<file path="config.mk">
export PLATFORM = sky130hd
export DESIGN_NAME = dtg_top
export DESIGN_NICKNAME = d
export VERILOG_FILES = /design/src/rtl/dtg_pkg.sv /design/src/rtl/dtg_regs.sv /design/src/rtl/dtg_counters.sv /design/src/rtl/dtg_pixel.sv /design/src/rtl/dtg_top.sv
export SDC_FILE = /design/constraint.sdc
export NUM_CORES = 1
export LEC_CHECK = 0
export ABC_AREA = 1
export BUFFER_PORTS_ARGS = -buffer_cell sky130_fd_sc_hd__buf_4
export CELL_PAD_IN_SITES_DETAIL_PLACEMENT = 1
export CELL_PAD_IN_SITES_GLOBAL_PLACEMENT = 2
export CORE_ASPECT_RATIO = 0.8
export CORE_MARGIN = 4
export CORE_UTILIZATION = 39
export DETAILED_ROUTE_END_ITERATION = 8
export PLACE_DENSITY_LB_ADDON = 0.1
export SLEW_MARGIN = 20
export SYNTH_ARGS = -nofsm -noshare
export SYNTH_HDL_FRONTEND = slang
export SYNTH_SLANG_ARGS = --single-unit
</file>
<file path="constraint.sdc">
create_clock -name clk_i -period 4.6 [get_ports clk_i]
set_clock_uncertainty 0.15 [all_clocks]
set_input_delay 0 -clock clk_i [delete_from_list [all_inputs] [get_ports clk_i]]
set_output_delay 0 -clock clk_i [all_outputs]
set_load 0.02 [all_outputs]
</file>
<file path="src/rtl/dtg_pkg.sv">
package dtg_pkg;
    localparam int HCW  = 12;   // line position width
    localparam int FCW  = 24;   // frame position width (pixel clocks)
    localparam int PXW  = 24;   // pixel width
    localparam int AW   = 4;    // register address width
    localparam int DW   = 32;   // register data width
    localparam int HFLD = 16;   // offset of the upper field in packed horizontal registers

    localparam logic [AW-1:0] ADDR_CTRL   = AW'(0);
    localparam logic [AW-1:0] ADDR_LINE   = AW'(1);
    localparam logic [AW-1:0] ADDR_FRAME  = AW'(2);
    localparam logic [AW-1:0] ADDR_VLEN   = AW'(3);
    localparam logic [AW-1:0] ADDR_HWIN   = AW'(4);
    localparam logic [AW-1:0] ADDR_VFIRST = AW'(5);
    localparam logic [AW-1:0] ADDR_VLAST  = AW'(6);
    localparam logic [AW-1:0] ADDR_SKEW   = AW'(7);
    localparam logic [AW-1:0] ADDR_BORDER = AW'(8);
    localparam logic [AW-1:0] ADDR_FILL   = AW'(9);

    localparam int BIT_EN    = 0;
    localparam int BIT_HPOL  = 1;
    localparam int BIT_VPOL  = 2;
    localparam int BIT_RECOV = 3;

    typedef struct packed {
        logic           en;
        logic           hpol;
        logic           vpol;
        logic           recov;
        logic [HCW-1:0] hsw;
        logic [HCW-1:0] line;
        logic [HCW-1:0] hs;
        logic [HCW-1:0] he;
        logic [FCW-1:0] frame;
        logic [FCW-1:0] vlen;
        logic [FCW-1:0] vs;
        logic [FCW-1:0] ve;
        logic [FCW-1:0] skew;
        logic [PXW-1:0] border;
        logic [PXW-1:0] fill;
    } dtg_cfg_t;

    typedef struct packed {
        logic           run;
        logic           tick;
        logic [HCW-1:0] h;
        logic [FCW-1:0] f;
        dtg_cfg_t       cfg;
    } dtg_cnt_t;

    typedef struct packed {
        logic           hs;
        logic           vs;
        logic           de;
        logic           tick;
        logic           uf;
        logic [PXW-1:0] px;
    } dtg_pix_t;
endpackage

</file>
<file path="src/rtl/dtg_regs.sv">
module dtg_regs
    import dtg_pkg::*;
(
    input  logic          clk_i,
    input  logic          rst_ni,
    input  logic          wr_en_i,
    input  logic [AW-1:0] wr_addr_i,
    input  logic [DW-1:0] wr_data_i,
    output dtg_cfg_t      shadow_o
);
    dtg_cfg_t sh_d, sh_q;
    logic     unused_bits;

    assign unused_bits = ^wr_data_i;

    always_comb begin
        sh_d = sh_q;
        if (wr_en_i) begin
            case (wr_addr_i)
                ADDR_CTRL: begin
                    sh_d.en    = wr_data_i[BIT_EN];
                    sh_d.hpol  = wr_data_i[BIT_HPOL];
                    sh_d.vpol  = wr_data_i[BIT_VPOL];
                    sh_d.recov = wr_data_i[BIT_RECOV];
                end
                ADDR_LINE: begin
                    sh_d.hsw  = wr_data_i[HCW-1:0];
                    sh_d.line = wr_data_i[HFLD+HCW-1:HFLD];
                end
                ADDR_FRAME:  sh_d.frame = wr_data_i[FCW-1:0];
                ADDR_VLEN:   sh_d.vlen  = wr_data_i[FCW-1:0];
                ADDR_HWIN: begin
                    sh_d.hs = wr_data_i[HCW-1:0];
                    sh_d.he = wr_data_i[HFLD+HCW-1:HFLD];
                end
                ADDR_VFIRST: sh_d.vs     = wr_data_i[FCW-1:0];
                ADDR_VLAST:  sh_d.ve     = wr_data_i[FCW-1:0];
                ADDR_SKEW:   sh_d.skew   = wr_data_i[FCW-1:0];
                ADDR_BORDER: sh_d.border = wr_data_i[PXW-1:0];
                ADDR_FILL:   sh_d.fill   = wr_data_i[PXW-1:0];
                default: ;
            endcase
        end
    end

    always_ff @(posedge clk_i or negedge rst_ni) begin
        if (!rst_ni) sh_q <= '0;
        else         sh_q <= sh_d;
    end

    assign shadow_o = sh_q;

    // a write lands in the shadow copy on the next clock
    assert_frame_write_R11: assert property (@(posedge clk_i) disable iff (!rst_ni)
        (wr_en_i && wr_addr_i == ADDR_FRAME) |=> (shadow_o.frame == $past(wr_data_i[FCW-1:0])));
    // border colour comes out of reset as zero and changes only by a write
    assert_border_write_only_R1: assert property (@(posedge clk_i) disable iff (!rst_ni)
        !(wr_en_i && wr_addr_i == ADDR_BORDER) |=> $stable(shadow_o.border));
endmodule

</file>
<file path="src/rtl/dtg_counters.sv">
module dtg_counters
    import dtg_pkg::*;
(
    input  logic           clk_i,
    input  logic           rst_ni,
    input  dtg_cfg_t       shadow_i,
    output dtg_cfg_t       cfg_o,
    output logic           run_o,
    output logic [HCW-1:0] h_o,
    output logic [FCW-1:0] f_o,
    output logic           tick_o
);
    dtg_cnt_t       c_d, c_q;
    logic [FCW:0]   f_nxt;
    logic [HCW:0]   h_nxt;
    logic           last_clk;

    always_comb begin
        f_nxt    = {1'b0, c_q.f} + 1'b1;
        h_nxt    = {1'b0, c_q.h} + 1'b1;
        last_clk = c_q.run && (f_nxt >= {1'b0, c_q.cfg.frame});
        c_d      = c_q;
        c_d.tick = 1'b0;
        if (!c_q.run) begin
            c_d.cfg = shadow_i;
            c_d.h   = '0;
            c_d.f   = '0;
            c_d.run = shadow_i.en;
        end else if (last_clk) begin
            c_d.cfg  = shadow_i;
            c_d.h    = '0;
            c_d.f    = '0;
            c_d.run  = shadow_i.en;
            c_d.tick = 1'b1;
        end else begin
            c_d.f = f_nxt[FCW-1:0];
            c_d.h = (h_nxt >= {1'b0, c_q.cfg.line}) ? '0 : h_nxt[HCW-1:0];
        end
    end

    always_ff @(posedge clk_i or negedge rst_ni) begin
        if (!rst_ni) c_q <= '0;
        else         c_q <= c_d;
    end

    assign cfg_o  = c_q.cfg;
    assign run_o  = c_q.run;
    assign h_o    = c_q.h;
    assign f_o    = c_q.f;
    assign tick_o = c_q.tick;

    // line position stays inside the programmed line period
    assert_line_bound_R3: assert property (@(posedge clk_i) disable iff (!rst_ni)
        (c_q.run && c_q.cfg.line != '0) |-> (c_q.h < c_q.cfg.line));
    // frame position stays inside the programmed frame period
    assert_frame_bound_R4: assert property (@(posedge clk_i) disable iff (!rst_ni)
        (c_q.run && c_q.cfg.frame != '0) |-> (c_q.f < c_q.cfg.frame));
    // the raster starts at the sync corner
    assert_start_at_sync_R2: assert property (@(posedge clk_i) disable iff (!rst_ni)
        $rose(c_q.run) |-> (c_q.h == '0 && c_q.f == '0));
    // working settings are frozen inside a frame
    assert_cfg_frozen_R11: assert property (@(posedge clk_i) disable iff (!rst_ni)
        (c_q.run && c_q.f != '0) |-> $stable(c_q.cfg));
    // boundary pulse only at the frame origin
    assert_tick_at_origin_R12: assert property (@(posedge clk_i) disable iff (!rst_ni)
        c_q.tick |-> (c_q.f == '0 && c_q.h == '0));
endmodule

</file>
<file path="src/rtl/dtg_pixel.sv">
module dtg_pixel
    import dtg_pkg::*;
(
    input  logic           clk_i,
    input  logic           rst_ni,
    input  dtg_cfg_t       cfg_i,
    input  logic           run_i,
    input  logic [HCW-1:0] h_i,
    input  logic [FCW-1:0] f_i,
    input  logic           tick_i,
    input  logic           pix_valid_i,
    input  logic [PXW-1:0] pix_data_i,
    output logic           req_o,
    output logic           hsync_o,
    output logic           vsync_o,
    output logic           de_o,
    output logic [PXW-1:0] pix_o,
    output logic           tick_o
);
    dtg_pix_t       p_d, p_q;
    logic [FCW-1:0] v_first, v_last;
    logic           in_h, in_v, de_now, starve, restart, use_fill;
    logic           unused_cfg;

    assign unused_cfg = cfg_i.en ^ (^cfg_i.frame) ^ (^cfg_i.line);

    always_comb begin
        v_first  = cfg_i.vs + cfg_i.skew;
        v_last   = cfg_i.ve + cfg_i.skew;
        in_h     = (h_i >= cfg_i.hs) && (h_i <= cfg_i.he);
        in_v     = (f_i >= v_first) && (f_i <= v_last);
        de_now   = run_i && in_h && in_v;
        starve   = de_now && !pix_valid_i;
        restart  = !run_i || (f_i == '0);
        use_fill = starve || (cfg_i.recov && p_q.uf && !restart);

        p_d      = p_q;
        p_d.hs   = (run_i && (h_i < cfg_i.hsw)) ^ cfg_i.hpol;
        p_d.vs   = (run_i && (f_i < cfg_i.vlen)) ^ cfg_i.vpol;
        p_d.de   = de_now;
        p_d.tick = tick_i;
        p_d.uf   = cfg_i.recov && (starve || (p_q.uf && !restart));
        if (!de_now)       p_d.px = cfg_i.border;
        else if (use_fill) p_d.px = cfg_i.fill;
        else               p_d.px = pix_data_i;
    end

    always_ff @(posedge clk_i or negedge rst_ni) begin
        if (!rst_ni) p_q <= '0;
        else         p_q <= p_d;
    end

    assign req_o   = de_now;
    assign hsync_o = p_q.hs;
    assign vsync_o = p_q.vs;
    assign de_o    = p_q.de;
    assign pix_o   = p_q.px;
    assign tick_o  = p_q.tick;

    // a request is answered by data-enable one clock later
    assert_req_leads_de_R5: assert property (@(posedge clk_i) disable iff (!rst_ni)
        req_o |=> de_o);
    // a starved window pixel becomes the fill colour
    assert_fill_on_starve_R9: assert property (@(posedge clk_i) disable iff (!rst_ni)
        (req_o && !pix_valid_i) |=> (pix_o == $past(cfg_i.fill)));
    // with recovery latched, later window pixels of the frame stay filled
    assert_recovery_hold_R10: assert property (@(posedge clk_i) disable iff (!rst_ni)
        (p_q.uf && cfg_i.recov && run_i && f_i != '0 && req_o) |=> (pix_o == $past(cfg_i.fill)));
    // outside the window the border colour is driven
    assert_border_outside_R8: assert property (@(posedge clk_i) disable iff (!rst_ni)
        !req_o |=> (pix_o == $past(cfg_i.border)));
    // idle raster keeps syncs at their inactive levels
    assert_idle_quiet_R12: assert property (@(posedge clk_i) disable iff (!rst_ni)
        !run_i |=> (!de_o && hsync_o == $past(cfg_i.hpol) && vsync_o == $past(cfg_i.vpol)));
endmodule

</file>
<file path="src/rtl/dtg_top.sv">
module dtg_top
    import dtg_pkg::*;
(
    input  logic           clk_i,
    input  logic           rst_ni,
    input  logic           wr_en_i,
    input  logic [AW-1:0]  wr_addr_i,
    input  logic [DW-1:0]  wr_data_i,
    input  logic           pix_valid_i,
    input  logic [PXW-1:0] pix_data_i,
    output logic           pix_req_o,
    output logic           hsync_o,
    output logic           vsync_o,
    output logic           de_o,
    output logic [PXW-1:0] pix_o,
    output logic           frame_tick_o
);
    dtg_cfg_t       shadow;
    dtg_cfg_t       working;
    logic           run;
    logic [HCW-1:0] hpos;
    logic [FCW-1:0] fpos;
    logic           wrap_tick;

    dtg_regs u_regs (
        .clk_i     (clk_i),
        .rst_ni    (rst_ni),
        .wr_en_i   (wr_en_i),
        .wr_addr_i (wr_addr_i),
        .wr_data_i (wr_data_i),
        .shadow_o  (shadow)
    );

    dtg_counters u_cnt (
        .clk_i    (clk_i),
        .rst_ni   (rst_ni),
        .shadow_i (shadow),
        .cfg_o    (working),
        .run_o    (run),
        .h_o      (hpos),
        .f_o      (fpos),
        .tick_o   (wrap_tick)
    );

    dtg_pixel u_pix (
        .clk_i       (clk_i),
        .rst_ni      (rst_ni),
        .cfg_i       (working),
        .run_i       (run),
        .h_i         (hpos),
        .f_i         (fpos),
        .tick_i      (wrap_tick),
        .pix_valid_i (pix_valid_i),
        .pix_data_i  (pix_data_i),
        .req_o       (pix_req_o),
        .hsync_o     (hsync_o),
        .vsync_o     (vsync_o),
        .de_o        (de_o),
        .pix_o       (pix_o),
        .tick_o      (frame_tick_o)
    );
endmodule

</file>
==> metrics.yaml <==
status:
  run_status: "finished, violations left"
  failed_checks: "negative hold slack"
cts:
  clock_latency_ns: 0.64
  clock_sinks: 506
  clk_root_buffer_cell: "sky130_fd_sc_hd__clkbuf_16"
  cts_h_tree_lvls: 2
  clock_path_buffers: 3
  cts-buffers-inserted: 55
  cts_tree: "done"
  cts.clk_slew.worst_paths_ns: 0.06
floorplanning:
  die_w_um: 299.5
  die_area_mm2: 0.07224
  pin_count: 93
  die_height_um: 241.2
  start_util_pct: 39.38
  count_of_standard_cell_rows: 85
  core-area_mm2: 0.06732
logic_synthesis:
  synth_cells: 3185
  syn_nets: 3442
  synth-async-reset-ratio_pct: 100.0
  yosys-top-cells-area: "sky130_fd_sc_hd__dfrtp_1 48%, sky130_fd_sc_hd__nand2_1 14%, sky130_fd_sc_hd__ha_1 9.0%, sky130_fd_sc_hd__nand4_1 5.9%, sky130_fd_sc_hd__o21ai_0 4.9%"
  post_synth_instance_area_mm2: 0.02651
  netlist.top_cell.by_area: "sky130_fd_sc_hd__dfrtp_1"
  synth_compound_area_share_pct: 8.126
  yosys.area_share.simple_pct: 24.54
  edff_count_synth: 0
  synth_top_family_by_area: "simple AND/OR/NAND/NOR gates"
  synth_adder_area_share_pct: 9.165
  synth-seq-cells: 506
  synth_xor_area_share_pct: 2.412
  synth_top_area_share_pct: 47.76
  ys_types: 39
  yosysSeqAreaShare_pct: 47.76
  synth_area_per_cell_um2: 8.324
  postSynth.topFlopCell: "sky130_fd_sc_hd__dfrtp_1"
  synth.yosys.warnings: 0
  portion_of_netlist_area_occupied_by_mux_cells_pct: 0
global_route:
  first_global_vias: 23290
  grt_most_used_layer: "met1"
  global_route.usage.met3_pct: 3.175
  grt.total_usage_pct: 25.15
  groute.layer.met2.usage_pct: 37.52
  antenna_found_initial: 10
  grt_overflow: 0
  global_route_wire_length_before_repair_um: 140600
  met1_usage_pct: 38.84
  pin_count_of_the_biggest_net_entering_global_routing: 174
timing:
  min_period_ns: 4.363
  relSlewSlack_pct: 26.62
  final_min_period_over_clock_period_pct: 94.84
  hold_violations: 5
  report.final.slew_viol_count: 0
  hold_ws_ns: -0.03173
  setup_tns_ns: 0
  achievable-frequency_mhz: 229.2
  worst_pin_slew_ns: 1.100
  setup_viol: 0
worst_setup_path:
  cp_max_fo: 13
  timing.critical_path.required_ns: 4.45
  worst-setup-path-type: "flop to output pin"
  r2r.worst_path.cells: 25
  setup.worst_path.end_class: "output pin"
  critical_path.startpoint_type: "flop"
  crit_arrival_ns: 4.21
final_layout:
  most_frequent_cells_in_the_layout: "975 x sky130_fd_sc_hd__nand2_1, 504 x sky130_fd_sc_hd__dfrtp_1, 314 x sky130_fd_sc_hd__inv_1, 252 x sky130_fd_sc_hd__nand4_1, 251 x sky130_fd_sc_hd__o21ai_0"
  num-nets-final: 3551
  finish.cell_count_without_fillers: 4256
  seqCellArea_mm2: 0.01267
  areaGrowthSynthToFinish_pct: 17.44
  final_common_cell: "sky130_fd_sc_hd__nand2_1"
  proportion_of_layout_cells_with_a_drive_suffix_above_1_pct: 10.13
  multi_input_comb_area_mm2: 0.01203
  layout.filler_cells: 7913
placed_design:
  placedCellCount: 4084
  port_buffers: 88
  gp_congestion: 0.8764
  dp_hpwl_um: 60230
route:
  drt_first_pass_iters: 5
  route.antenna.remaining_nets: 0
  detail_route.vias_per_cell: 5.326
  dr_total_vias: 22670
  post_drt_wl_per_cell_um: 21.38
  drt_first_iter_violations: 1511
  drt_wl_total_um: 91010
  drt_drc_violations_left: 0
power_and_ir_drop:
  static_power_due_to_leakage_nw: 16.14
  ir_drop_v: 0.0004051
  p_per_cell_area_mw_per_mm2: 573.5
run:
  cap_viol_max_count: 0
min_path:
  min-delay-path-class: "input port to flop"
  hold_crit_depth: 3
[stage by stage]
step / hold slack, ns / worst slack [ns] / utilization, % / power (W) / cell area (µm²)
after global placement: -0.07761 / 0.2039 / 42.02 / 0.01279 / 28290
after floorplan: -0.4456 / 0.6535 / - / 0.01087 / 26510
after detailed placement: -0.06976 / 0.1704 / 42.02 / 0.01309 / 28290
final: -0.03173 / 0.2372 / 46.25 / 0.01786 / 31140
after global routing: 0.02527 / -0.02282 / 46.24 / 0.01921 / 31130
after CTS: 0.008884 / 0.01085 / 45.84 / 0.01784 / 30860
[synthesized netlist by cell type, types with 2 or more instances]
library cell	n
sky130_fd_sc_hd__a21oi_1	100
sky130_fd_sc_hd__nand2_1	979
sky130_fd_sc_hd__o221ai_1	2
sky130_fd_sc_hd__nand4_1	252
sky130_fd_sc_hd__or2_2	3
sky130_fd_sc_hd__buf_2	29
sky130_fd_sc_hd__inv_1	314
sky130_fd_sc_hd__a21o_1	10
sky130_fd_sc_hd__o211ai_1	7
sky130_fd_sc_hd__a21boi_0	6
sky130_fd_sc_hd__nor3_2	2
sky130_fd_sc_hd__o21bai_1	4
sky130_fd_sc_hd__o21a_1	6
sky130_fd_sc_hd__xnor2_1	22
sky130_fd_sc_hd__buf_4	26
sky130_fd_sc_hd__o21ai_0	258
sky130_fd_sc_hd__buf_1	2
sky130_fd_sc_hd__clkbuf_1	113
sky130_fd_sc_hd__nor4_1	6
sky130_fd_sc_hd__nand3_1	99
sky130_fd_sc_hd__nor3b_1	2
sky130_fd_sc_hd__nor3_1	28
sky130_fd_sc_hd__nand3b_1	3
sky130_fd_sc_hd__a31oi_1	8
sky130_fd_sc_hd__buf_6	14
sky130_fd_sc_hd__xor2_1	51
sky130_fd_sc_hd__nor2_1	127
sky130_fd_sc_hd__fa_1	2
sky130_fd_sc_hd__a211oi_1	2
sky130_fd_sc_hd__o31ai_1	3
sky130_fd_sc_hd__and2_1	2
sky130_fd_sc_hd__ha_1	191
sky130_fd_sc_hd__dfrtp_1	506
[logic make-up (layout without fill, tap and decap cells)]
logic type | after synthesis | in the layout
AO/OA/AOI/OAI | 407 | 407
AND/OR/NAND/NOR | 1505 | 1505
XOR/XNOR | 73 | 73
other | 0 | 5
adder cells (fa/ha/maj) | 193 | 193
buffers and inverters | 501 | 654
flip-flops | 506 | 506
[metal layers]
| metal | vias up | share of wire, % |
|---|---|---|
| met5 | - | 0 |
| li1 | 10670 | - |
| met4 | 0 | 2.4 |
| met1 | 11440 | 51 |
| met2 | 447 | 42 |
| met3 | 110 | 4.8 |
[worst paths after layout]
kind,to,from,slack (ns)
max,pix_req_o,u_cnt.cfg_o[48],0.24
min,u_regs.shadow_o[212],wr_data_i[8],-0.03
max reg2reg,u_cnt.cfg_o[59],u_cnt.f_o[1],0.36
min reg2reg,u_pix.tick_o,u_cnt.tick_o,0.22
max in group asynchronous,u_cnt.cfg_o[123],rst_ni,3.04
min in group asynchronous,u_cnt.cfg_o[152],rst_ni,0.54
[state kept, by name (all words and copies together), names as in the netlist]
name             cells
u_regs.shadow_o    220
u_cnt.cfg_o        219
u_cnt.f_o           24
u_pix.pix_o         24
u_cnt.h_o           12
u_cnt.run_o          1
u_cnt.tick_o         1
u_pix.de_o           1
u_pix.hsync_o        1
u_pix.p_q            1
u_pix.tick_o         1
u_pix.vsync_o        1
[worst max-delay path, stage by stage (launching register included)]
cell and delay (ns):
sky130_fd_sc_hd__dfrtp_1 0.40, sky130_fd_sc_hd__buf_4 0.13, sky130_fd_sc_hd__ha_2 0.20, sky130_fd_sc_hd__inv_1 0.07, sky130_fd_sc_hd__fa_2 0.36, sky130_fd_sc_hd__o21ai_2 0.17
sky130_fd_sc_hd__buf_4 0.15, sky130_fd_sc_hd__a21oi_1 0.09, sky130_fd_sc_hd__o21bai_1 0.24, sky130_fd_sc_hd__nand2_1 0.08, sky130_fd_sc_hd__nand2_1 0.08, sky130_fd_sc_hd__xnor2_1 0.13
sky130_fd_sc_hd__ha_1 0.26, sky130_fd_sc_hd__nand2_1 0.10, sky130_fd_sc_hd__o21bai_1 0.12, sky130_fd_sc_hd__nand2_1 0.08, sky130_fd_sc_hd__a21oi_2 0.22, sky130_fd_sc_hd__nand3_4 0.15
sky130_fd_sc_hd__nand3_4 0.14, sky130_fd_sc_hd__clkinv_4 0.07, sky130_fd_sc_hd__buf_12 0.15, sky130_fd_sc_hd__buf_4 0.16
[final cells by class]
cell class	instances	area share, %
Antenna cell	5	0.04018
Inverter	316	3.825
Tap cell	913	3.669
Timing Repair Buffer	237	7.137
Sequential cell	506	40.68
Clock inverter	23	0.8639
Clock buffer	78	5.147
Multi-Input combinational cell	2178	38.64
[timing repair]
item,CTS,global route
cloned,1,0
endpoints found under the setup margin,1,261
hold buffers,59,0
pin swaps,3,14
buffers inserted,3,3
gates resized for setup,14,63
hold endpoints to repair,616,0
[power breakdown]
group | switching [W] | total (W) | internal (W)
Clock | 0.00196 | 0.00457 | 0.00261
Combinational | 0.00422 | 0.00676 | 0.00254
Sequential | 0.000888 | 0.00653 | 0.00564
Power figures use the tool's default switching activity.
